$ cat src/rtl/cfg_seq_pkg.sv
package cfg_seq_pkg;
  typedef enum logic [2:0] {
    ST_CLEAR  = 3'd0,
    ST_INIT   = 3'd1,
    ST_CONFIG = 3'd2,
    ST_DONE   = 3'd3,
    ST_ERROR  = 3'd4
  } state_e;
endpackage

$ cat src/rtl/cfg_seq_sync.sv
module cfg_seq_sync #(
  parameter int WIDTH = 4
) (
  input  logic             clk_i,
  input  logic             rst_ni,
  input  logic [WIDTH-1:0] async_i,
  output logic [WIDTH-1:0] sync_o
);
  logic [WIDTH-1:0] meta_q;

  for (genvar g = 0; g < WIDTH; g++) begin : g_bit
    always_ff @(posedge clk_i or negedge rst_ni) begin
      if (!rst_ni) begin
        meta_q[g] <= 1'b0;
        sync_o[g] <= 1'b0;
      end else begin
        meta_q[g] <= async_i[g];
        sync_o[g] <= meta_q[g];
      end
    end
  end
endmodule

$ cat src/rtl/cfg_seq_tick.sv
module cfg_seq_tick #(
  parameter int TICK_DIV = 4
) (
  input  logic clk_i,
  input  logic rst_ni,
  output logic tick_o
);
  localparam int CW = (TICK_DIV > 1) ? $clog2(TICK_DIV) : 1;
  logic [CW-1:0] cnt_q;

  assign tick_o = (cnt_q == CW'(TICK_DIV - 1));

  always_ff @(posedge clk_i or negedge rst_ni) begin
    if (!rst_ni)     cnt_q <= '0;
    else if (tick_o) cnt_q <= '0;
    else             cnt_q <= cnt_q + 1'b1;
  end
endmodule

$ cat src/rtl/cfg_seq_lowfilt.sv
// Pulses once when the line falls from a seen-high level and stays low for TICKS ticks.
module cfg_seq_lowfilt #(
  parameter int TICKS = 2
) (
  input  logic clk_i,
  input  logic rst_ni,
  input  logic tick_i,
  input  logic line_i,
  output logic fire_o
);
  localparam int CW = $clog2(TICKS + 1);
  logic [CW-1:0] cnt_q;
  logic          armed_q;

  always_ff @(posedge clk_i or negedge rst_ni) begin
    if (!rst_ni) begin
      cnt_q   <= '0;
      armed_q <= 1'b0;
      fire_o  <= 1'b0;
    end else begin
      fire_o <= 1'b0;
      if (line_i) begin
        cnt_q   <= '0;
        armed_q <= 1'b1;
      end else if (armed_q && tick_i) begin
        if (cnt_q == CW'(TICKS - 1)) begin
          fire_o  <= 1'b1;
          armed_q <= 1'b0;
          cnt_q   <= '0;
        end else begin
          cnt_q <= cnt_q + 1'b1;
        end
      end
    end
  end
endmodule

$ cat src/rtl/cfg_seq_ctrl.sv
module cfg_seq_ctrl
  import cfg_seq_pkg::*;
#(
  parameter int TICK_DIV     = 4,
  parameter int REPROG_TICKS = 2,
  parameter int ABORT_TICKS  = 3,
  parameter int CLEAR_TICKS  = 4,
  parameter int DATA_BITS    = 8,
  parameter int NUM_FRAMES   = 4
) (
  input  logic                                      clk_i,
  input  logic                                      rst_ni,
  input  logic                                      cfg_clk_i,
  input  logic                                      cfg_data_i,
  input  logic                                      reset_pin_ni,
  input  logic                                      prog_pin_i,
  output logic                                      done_drive_low_o,
  output logic                                      init_drive_low_o,
  output logic [2:0]                                state_o,
  output logic [$clog2(DATA_BITS*NUM_FRAMES+1)-1:0] bit_count_o
);
  localparam int TOTAL_BITS = DATA_BITS * NUM_FRAMES;
  localparam int CNT_W      = $clog2(TOTAL_BITS + 1);
  localparam int POS_W      = $clog2(DATA_BITS + 1);
  localparam int FRM_W      = $clog2(NUM_FRAMES) + 1;
  localparam int CLR_W      = $clog2(CLEAR_TICKS + 1);

  logic [3:0] pins_s;
  logic       cclk_s, cdat_s, rst_s, prog_s;
  logic       tick, prog_fire, rst_fire, abort_fire, reprog;
  logic       cclk_prev_q, cclk_rise;

  state_e           state_q;
  logic [CLR_W-1:0] clr_cnt_q;
  logic [POS_W-1:0] pos_q;
  logic [FRM_W-1:0] frm_q;
  logic [CNT_W-1:0] bits_q;

  cfg_seq_sync #(.WIDTH(4)) u_sync (
    .clk_i  (clk_i),
    .rst_ni (rst_ni),
    .async_i({cfg_clk_i, cfg_data_i, reset_pin_ni, prog_pin_i}),
    .sync_o (pins_s)
  );
  assign {cclk_s, cdat_s, rst_s, prog_s} = pins_s;

  cfg_seq_tick #(.TICK_DIV(TICK_DIV)) u_tick (
    .clk_i (clk_i),
    .rst_ni(rst_ni),
    .tick_o(tick)
  );

  cfg_seq_lowfilt #(.TICKS(REPROG_TICKS)) u_prog_filt (
    .clk_i(clk_i), .rst_ni(rst_ni), .tick_i(tick), .line_i(prog_s), .fire_o(prog_fire)
  );

  cfg_seq_lowfilt #(.TICKS(REPROG_TICKS)) u_rst_filt (
    .clk_i(clk_i), .rst_ni(rst_ni), .tick_i(tick), .line_i(rst_s), .fire_o(rst_fire)
  );

  cfg_seq_lowfilt #(.TICKS(ABORT_TICKS)) u_abort_filt (
    .clk_i(clk_i), .rst_ni(rst_ni), .tick_i(tick), .line_i(rst_s), .fire_o(abort_fire)
  );

  // Reset only stands in for DONE/PROG when that line is held low
  assign reprog    = prog_fire | (rst_fire & ~prog_s);
  assign cclk_rise = cclk_s & ~cclk_prev_q;

  always_ff @(posedge clk_i or negedge rst_ni) begin
    if (!rst_ni) begin
      state_q     <= ST_CLEAR;
      clr_cnt_q   <= '0;
      pos_q       <= '0;
      frm_q       <= '0;
      bits_q      <= '0;
      cclk_prev_q <= 1'b0;
    end else begin
      cclk_prev_q <= cclk_s;
      unique case (state_q)
        ST_CLEAR: begin
          bits_q <= '0;
          pos_q  <= '0;
          frm_q  <= '0;
          if (tick) begin
            if (clr_cnt_q == CLR_W'(CLEAR_TICKS - 1)) begin
              clr_cnt_q <= '0;
              state_q   <= ST_INIT;
            end else begin
              clr_cnt_q <= clr_cnt_q + 1'b1;
            end
          end
        end
        ST_INIT: if (rst_s) state_q <= ST_CONFIG;
        ST_CONFIG: begin
          if (abort_fire) begin
            clr_cnt_q <= '0;
            state_q   <= ST_CLEAR;
          end else if (cclk_rise) begin
            if (pos_q == POS_W'(DATA_BITS)) begin
              pos_q <= '0;
              if (!cdat_s)                               state_q <= ST_ERROR;
              else if (frm_q == FRM_W'(NUM_FRAMES - 1))  state_q <= ST_DONE;
              else                                       frm_q   <= frm_q + 1'b1;
            end else begin
              pos_q  <= pos_q + 1'b1;
              bits_q <= bits_q + 1'b1;
            end
          end
        end
        ST_DONE, ST_ERROR: begin
          if (reprog) begin
            clr_cnt_q <= '0;
            state_q   <= ST_CLEAR;
          end
        end
        default: state_q <= ST_CLEAR;
      endcase
    end
  end

  assign state_o          = state_q;
  assign bit_count_o      = bits_q;
  assign done_drive_low_o = (state_q != ST_DONE);
  assign init_drive_low_o = (state_q != ST_CONFIG) && (state_q != ST_DONE);
endmodule

$ cat config.mk
export PLATFORM = sky130hd
export DESIGN_NAME = cfg_seq_ctrl
export DESIGN_NICKNAME = d
export VERILOG_FILES = /design/src/rtl/cfg_seq_pkg.sv /design/src/rtl/cfg_seq_sync.sv /design/src/rtl/cfg_seq_tick.sv /design/src/rtl/cfg_seq_lowfilt.sv /design/src/rtl/cfg_seq_ctrl.sv
export SDC_FILE = /design/constraint.sdc
export NUM_CORES = 1
export LEC_CHECK = 0
export BUFFER_PORTS_ARGS = -buffer_cell sky130_fd_sc_hd__buf_2
export CAP_MARGIN = 20
export CORE_ASPECT_RATIO = 0.9
export CORE_MARGIN = 2
export CORE_UTILIZATION = 50
export DETAILED_ROUTE_END_ITERATION = 10
export GPL_ROUTABILITY_DRIVEN = 0
export PLACE_DENSITY = 0.67
export SYNTH_ARGS = -nofsm -noshare
export SYNTH_HDL_FRONTEND = slang
export SYNTH_SLANG_ARGS = --single-unit
$ cat constraint.sdc
create_clock -name clk_i -period 2.05 [get_ports clk_i]
set_input_delay 0.205 -clock clk_i [delete_from_list [all_inputs] [get_ports clk_i]]
set_output_delay 0.205 -clock clk_i [all_outputs]
set_load 0.02 [all_outputs]
# Yosys cells after proc, flatten, opt, wreduce, memory -nomap -nowiden
# Index checks and enable logic that the tools add are counted.
[totals]
input_bits = 6
regBits = 42
output_inout_bits = 11
[op_classes]
n_bitwise = 5
eq_ne = 27
mux = 56
reduce_logical = 22
add_sub_neg = 8
[ops]
columns = ["op", "count"]
rows = [
  ["two-way mux 3 bit", 17],
  ["two-way mux 2 bit", 10],
  ["two-way mux 1 bit", 18],
  ["two-way mux 6 bit", 3],
  ["inequality test 2 bit (second input constant)", 7],
  ["nonzero test 2 bit", 7],
  ["== test 3 x 2 -> 1 bit (second input constant)", 4],
  ["two-way mux 4 bit", 3],
  ["inequality test 3 x 2 -> 1 bit (second input constant)", 4],
  ["case mux 3 bit (4 select lines)", 1],
  ["case mux 6 bit (2 select lines)", 1],
  ["case mux 3 bit (3 select lines)", 1],
  ["adder 2 x 1 -> 2 bit (second input constant)", 4],
  ["inequality test 2 x 1 -> 1 bit (second input constant)", 4],
  ["case mux 4 bit (2 select lines)", 1],
  ["AND reduction 4 bit", 2],
  ["AND reduction 7 bit", 1],
  ["adder 3 x 1 -> 3 bit (second input constant)", 2],
  ["adder 6 x 1 -> 6 bit (second input constant)", 1],
  ["case mux 3 bit (2 select lines)", 1],
  ["AND reduction 2 bit", 3],
  ["AND reduction 6 bit", 1],
  ["adder 4 x 1 -> 4 bit (second input constant)", 1],
  ["== test 2 x 1 -> 1 bit (second input constant)", 2],
  ["other kinds (13)", 19],
]

# Depth between registers and ports, before layout
[logic_depth]
word_depth = 7
ltp_mapped = 7
depth_no_buf = 6

# By module
# From an unflattened synthesis, not the netlist that was laid out.
[unflattened]
hier_cells = 178
area_unflattened_um2 = 2024.4
[modules_own_cells]
columns = ["mod", "area_per_inst_um2", "seq_area_each_um2", "instances", "cells_each"]
rows = [
  ["cfg_seq_ctrl", 1262.5, 500.5, 1, 127],
  ["cfg_seq_lowfilt (u_prog_filt ...)", 158.9, 100.1, 2, 13],
  ["cfg_seq_sync", 200.2, 200.2, 1, 8],
  ["cfg_seq_lowfilt (u_abort_filt)", 177.7, 100.1, 1, 13],
  ["cfg_seq_tick", 66.3, 50.0, 1, 4],
]

# Worst setup path before layout
# OpenSTA, ideal clock, no wires.
[synth_timing]
path_type = "register -> register"
from = "reg state_q[1], in the netlist state_o[1]"
to = "reg state_q[0], in the netlist state_o[0]"
period_less_slack_ns = 1.920
setup_slack_ns = 0.130
t_arrival_ns = 1.796
path_buffers = 1
path_stages_with_launch = 6
t_required_ns = 1.925
cell_sequence = "dfrtp_1 -> buf_6 -> or3b_4 -> a221o_1 -> nand4_2 -> mux2_2"
[synth_between]
elab_chain_cells = 4
word_cells_on_any_way = 15
[synth_lines]
columns = ["element", "line_no", "text"]
rows = [
  ["start, declared", "cfg_seq_ctrl.sv:33", "state_e state_q;"],
  ["start signal, assigned", "cfg_seq_ctrl.sv:71", "state_q <= ST_CLEAR;"],
  ["start signal, assigned", "cfg_seq_ctrl.sv:87", "state_q <= ST_INIT;"],
  ["start signal, assigned", "cfg_seq_ctrl.sv:93", "ST_INIT: if (rst_s) state_q <= ST_CONFIG;"],
  ["== test 3 x 2 -> 1 bit / == test 3 bit (equally long branches)", "cfg_seq_ctrl.sv:79", "unique case (state_q)"],
  ["OR reduction 2 bit", "cfg_seq_ctrl.sv:79", ""],
  ["inequality test 2 bit (no line)", "--", ""],
  ["AND reduction 7 bit (no line)", "--", ""],
]
# Several ways; a longest one is shown, not always the timed one.
# A chain may end at the register's enable or synchronous reset.

# Worst setup path after layout
[layout_timing]
from = "reg pos_q[0]"
to = "reg bits_q[5], in the netlist bit_count_o[5]"
[layout_between]
elab_chain_cells = 3
[layout_lines]
columns = ["element", "line_no", "text"]
rows = [
  ["start, declared", "cfg_seq_ctrl.sv:35", "logic [POS_W-1:0] pos_q;"],
  ["start signal, assigned", "cfg_seq_ctrl.sv:105", "pos_q <= pos_q + 1'b1;"],
  ["== test 4 bit", "cfg_seq_ctrl.sv:99", "if (pos_q == POS_W'(DATA_BITS)) begin"],
  ["inequality test 2 bit (no line)", "--", ""],
  ["AND reduction 4 bit (no line)", "--", ""],
  ["end signal, assigned", "cfg_seq_ctrl.sv:106", "bits_q <= bits_q + 1'b1;"],
  ["end, declared", "cfg_seq_ctrl.sv:37", "logic [CNT_W-1:0] bits_q;"],
]
# Every way passes these cells.

==> flow_summary_export.csv <==
group,metric,value,unit
status,outcome,"finished clean",
timing,clock.fmax,524.8,MHz
hold_path,holdPathStages,1,
detailed_routing,routed_wirelength,3551,um
detailed_routing,via_per_inst,5.598,
timing,rsz0062_at_grt,"false",
synthesis,synth_top_cell_area_share,54.44,%
floorplan,core_region_area,3705,um2
critical_path,rr_worst_depth,6,
timing,timing.final.ws_setup,0.1443,ns
timing,setup_viol,0,
clocking,clockBufferDepth,2,
final_layout,design_area,2183,um2
global_route,antenna_found_initial,0,
floorplan,die_w,69.50,um
clocking,clkLatencyLatePin,0.29,ns
synthesis,yosysMostFrequentCell,"dfrtp_1",
clocking,cts_tree,"yes",
synthesis,synth-edff-count,0,
timing,max_slew_margin,55.35,%
flow_run,cap_violations,0,
synthesis,ys_warn_count,0,
synthesis,synthCells,179,
synthesis,ys_seq_elements,42,
final_layout,area_delta_synth_final,13.09,%
critical_path,required,2.26,ns
critical_path,cp_data_arrival_time,2.12,ns
timing,finalHoldViolCount,0,
floorplan,row_count,21,
critical_path,r2r_slack,0.14,ns
floorplan,die_h,62.95,um
synthesis,syn_area,1931,um2
timing,post-route-period-util,92.96,%
placed_design,dp_slack,0.1504,ns
pwr,ir_drop,0.6947,mV
global_route,grt-ovfl-total,0,
synthesis,seq_area_frac_synth,54.44,%
timing,worstMarginPinSlew,0.6653,ns
clocking,cts_max_level,2,
hold_path,hold_class,"primary input to register",
synthesis,synthFlopType,"dfrtp_1",
timing,fin_skew,0.002313,ns
final_layout,utilization,58.93,%
detailed_routing,vias,1405,
synthesis,syn_nets,192,
final_layout,num_antenna_cells,0,
final_layout,fin_nets,217,
critical_path,crit_path_end_kind,"register",
synthesis,synth_cell_types,46,
clocking,post-cts-setup-buffers,0,
synthesis,syn_area_per_cell,10.79,um2
critical_path,worstSetupStartpointType,"register",
pwr,power.density,1140,nW/um2
clocking,cts_buffers,5,
detailed_routing,post-route-drc-count,0,
timing,fin_crit,1.906,ns
timing,drv_slew,0,
global_route,grt_pass1_wl,6410,um
clocking,clk_pin_slew,0.07,ns
floorplan,die-area,4375,um2
final_layout,drive_gt1_share,19.51,%
floorplan,initial_core_util,52.11,%
critical_path,cp_max_fo,12,
global_route,grt_max_degree,17,
detailed_routing,dr.pass1.iters,4,
detailed_routing,ant_nets,0,
pwr,power,2488,uW
detailed_routing,wl_per_cell,14.15,um
synthesis,synth_area_leaders,"dfrtp_1 (54%), ha_1 (4.5%), nor2_1 (3.1%)",
clocking,cts_root_buffer,"clkbuf_8",
detailed_routing,drt_iter0_markers,90,
synthesis,synth_top_area_cell,"dfrtp_1",
clocking,clock-sinks,42,
global_route,grtUsageTotal,18.62,%
synthesis,synthArstFlopShare,100.0,%
pwr,p_leak,0.0009986,uW
synthesis,ys_top_cells_by_count,"dfrtp_1 (42), nor2_1 (16), nand2_1 (12), inv_1 (10)",
global_route,grt_pass1_vias,1401,
floorplan,pin_count,17,
placed_design,port_buffers,16,
final_layout,fill_cells,326,
timing,tns,0,ns
placed_design,place_area,2081,um2
critical_path,crit_type,"register to register",
placed_design,dp_hpwl,2704,um
## path summary, 6_finish.rpt
check / start / end
min in group asynchronous: rst_ni / pos_q[1]
worst max-delay path: pos_q[0] / bit_count_o[5]
worst min-delay path: cfg_clk_i / u_sync.meta_q[3]
worst max register to register: pos_q[0] / bit_count_o[5]
worst min register to register: u_sync.meta_q[3] / u_sync.sync_o[3]
max in group asynchronous: rst_ni / state_o[0]
## worst max-delay path, cell delays in order (launching register included)
cell	delay, ns
dfrtp_1	0.41
inv_1	0.06
ha_1	0.22
and3b_1	0.22
o21a_2	0.28
or4_1	0.48
a21oi_1	0.17
## placed cells by master (no fill, tap or decap), drive strengths merged, types with 2 or more instances in the layout
| cell | count |
|---|---|
| dfrtp | 42 |
| nor3 | 8 |
| o22ai | 2 |
| nand3 | 6 |
| buf | 25 |
| or3b | 2 |
| and3 | 2 |
| nand2 | 12 |
| o21ai | 9 |
| xor2 | 2 |
| inv | 10 |
| and3b | 2 |
| clkbuf | 7 |
| or4 | 5 |
| a21oi | 6 |
| mux2 | 3 |
| nor2 | 17 |
| nand4 | 2 |
| o41ai | 2 |
| nor3b | 4 |
| o31ai | 5 |
| ha | 7 |
| mux2i | 2 |
| o21a | 4 |
| nand2b | 4 |
## metrics by stage
| stage | hold WS [ns] | cells |
|---|---|---|
| after floorplan | -0.09059 | 179 |
| after global placement | 0.09235 | 242 |
| after CTS | 0.006235 | 251 |
| after detailed placement | 0.09963 | 242 |
| after global routing | 0.0003403 | 251 |
| final | 0.01578 | 251 |
## report_power, final
group / total (uW) / internal (uW) / switching (uW)
Sequential: 1030 / 920 / 107
Clock: 540 / 272 / 268
Combinational: 922 / 388 / 534
Total: 2490 / 1580 / 909
## what timing repair did
item                       4_1_cts  5_1_grt
gates resized for setup          0        1
hold endpoints to repair        11        0
hold buffers                     1        0
setup endpoints to repair        0        3
## flip-flops by register name (all words and copies together) (netlist names), 2 cells and up
name,count
u_abort_filt.cnt_q,2
u_tick.cnt_q,2
u_prog_filt.cnt_q,2
clr_cnt_q,3
u_sync.sync_o,4
state_o,3
u_sync.meta_q,4
bit_count_o,6
u_rst_filt.cnt_q,2
frm_q,3
pos_q,4
## cell type report
type	instances	area, um2	share of cell area (%)
sequential	42	1051	48.14
multi-input combinational	119	788.3	36.10
timing repair buffer	26	157.7	7.221
clock buffer	7	86.33	3.954
tap	46	57.56	2.636
inverter	10	37.54	1.719
clock inverter	1	5.005	0.2292
## metal layers
metal | part of all wire, % | global-route usage [%]
met5 | 0 | 0
met2 | 48 | 30.65
met1 | 47 | 23.71
met4 | 1.4 | 7.353
met3 | 3.5 | 4.516
## cell families after synthesis
family,Yosys count,synth area share [%]
xor+xnor,2,0.9075
compound gates,36,12.57
mux,5,2.787
simple gates,69,19.96
buf+inv,18,4.796
flops,42,54.44
fa+ha+maj,7,4.536
Power figures use the tool's default switching activity.
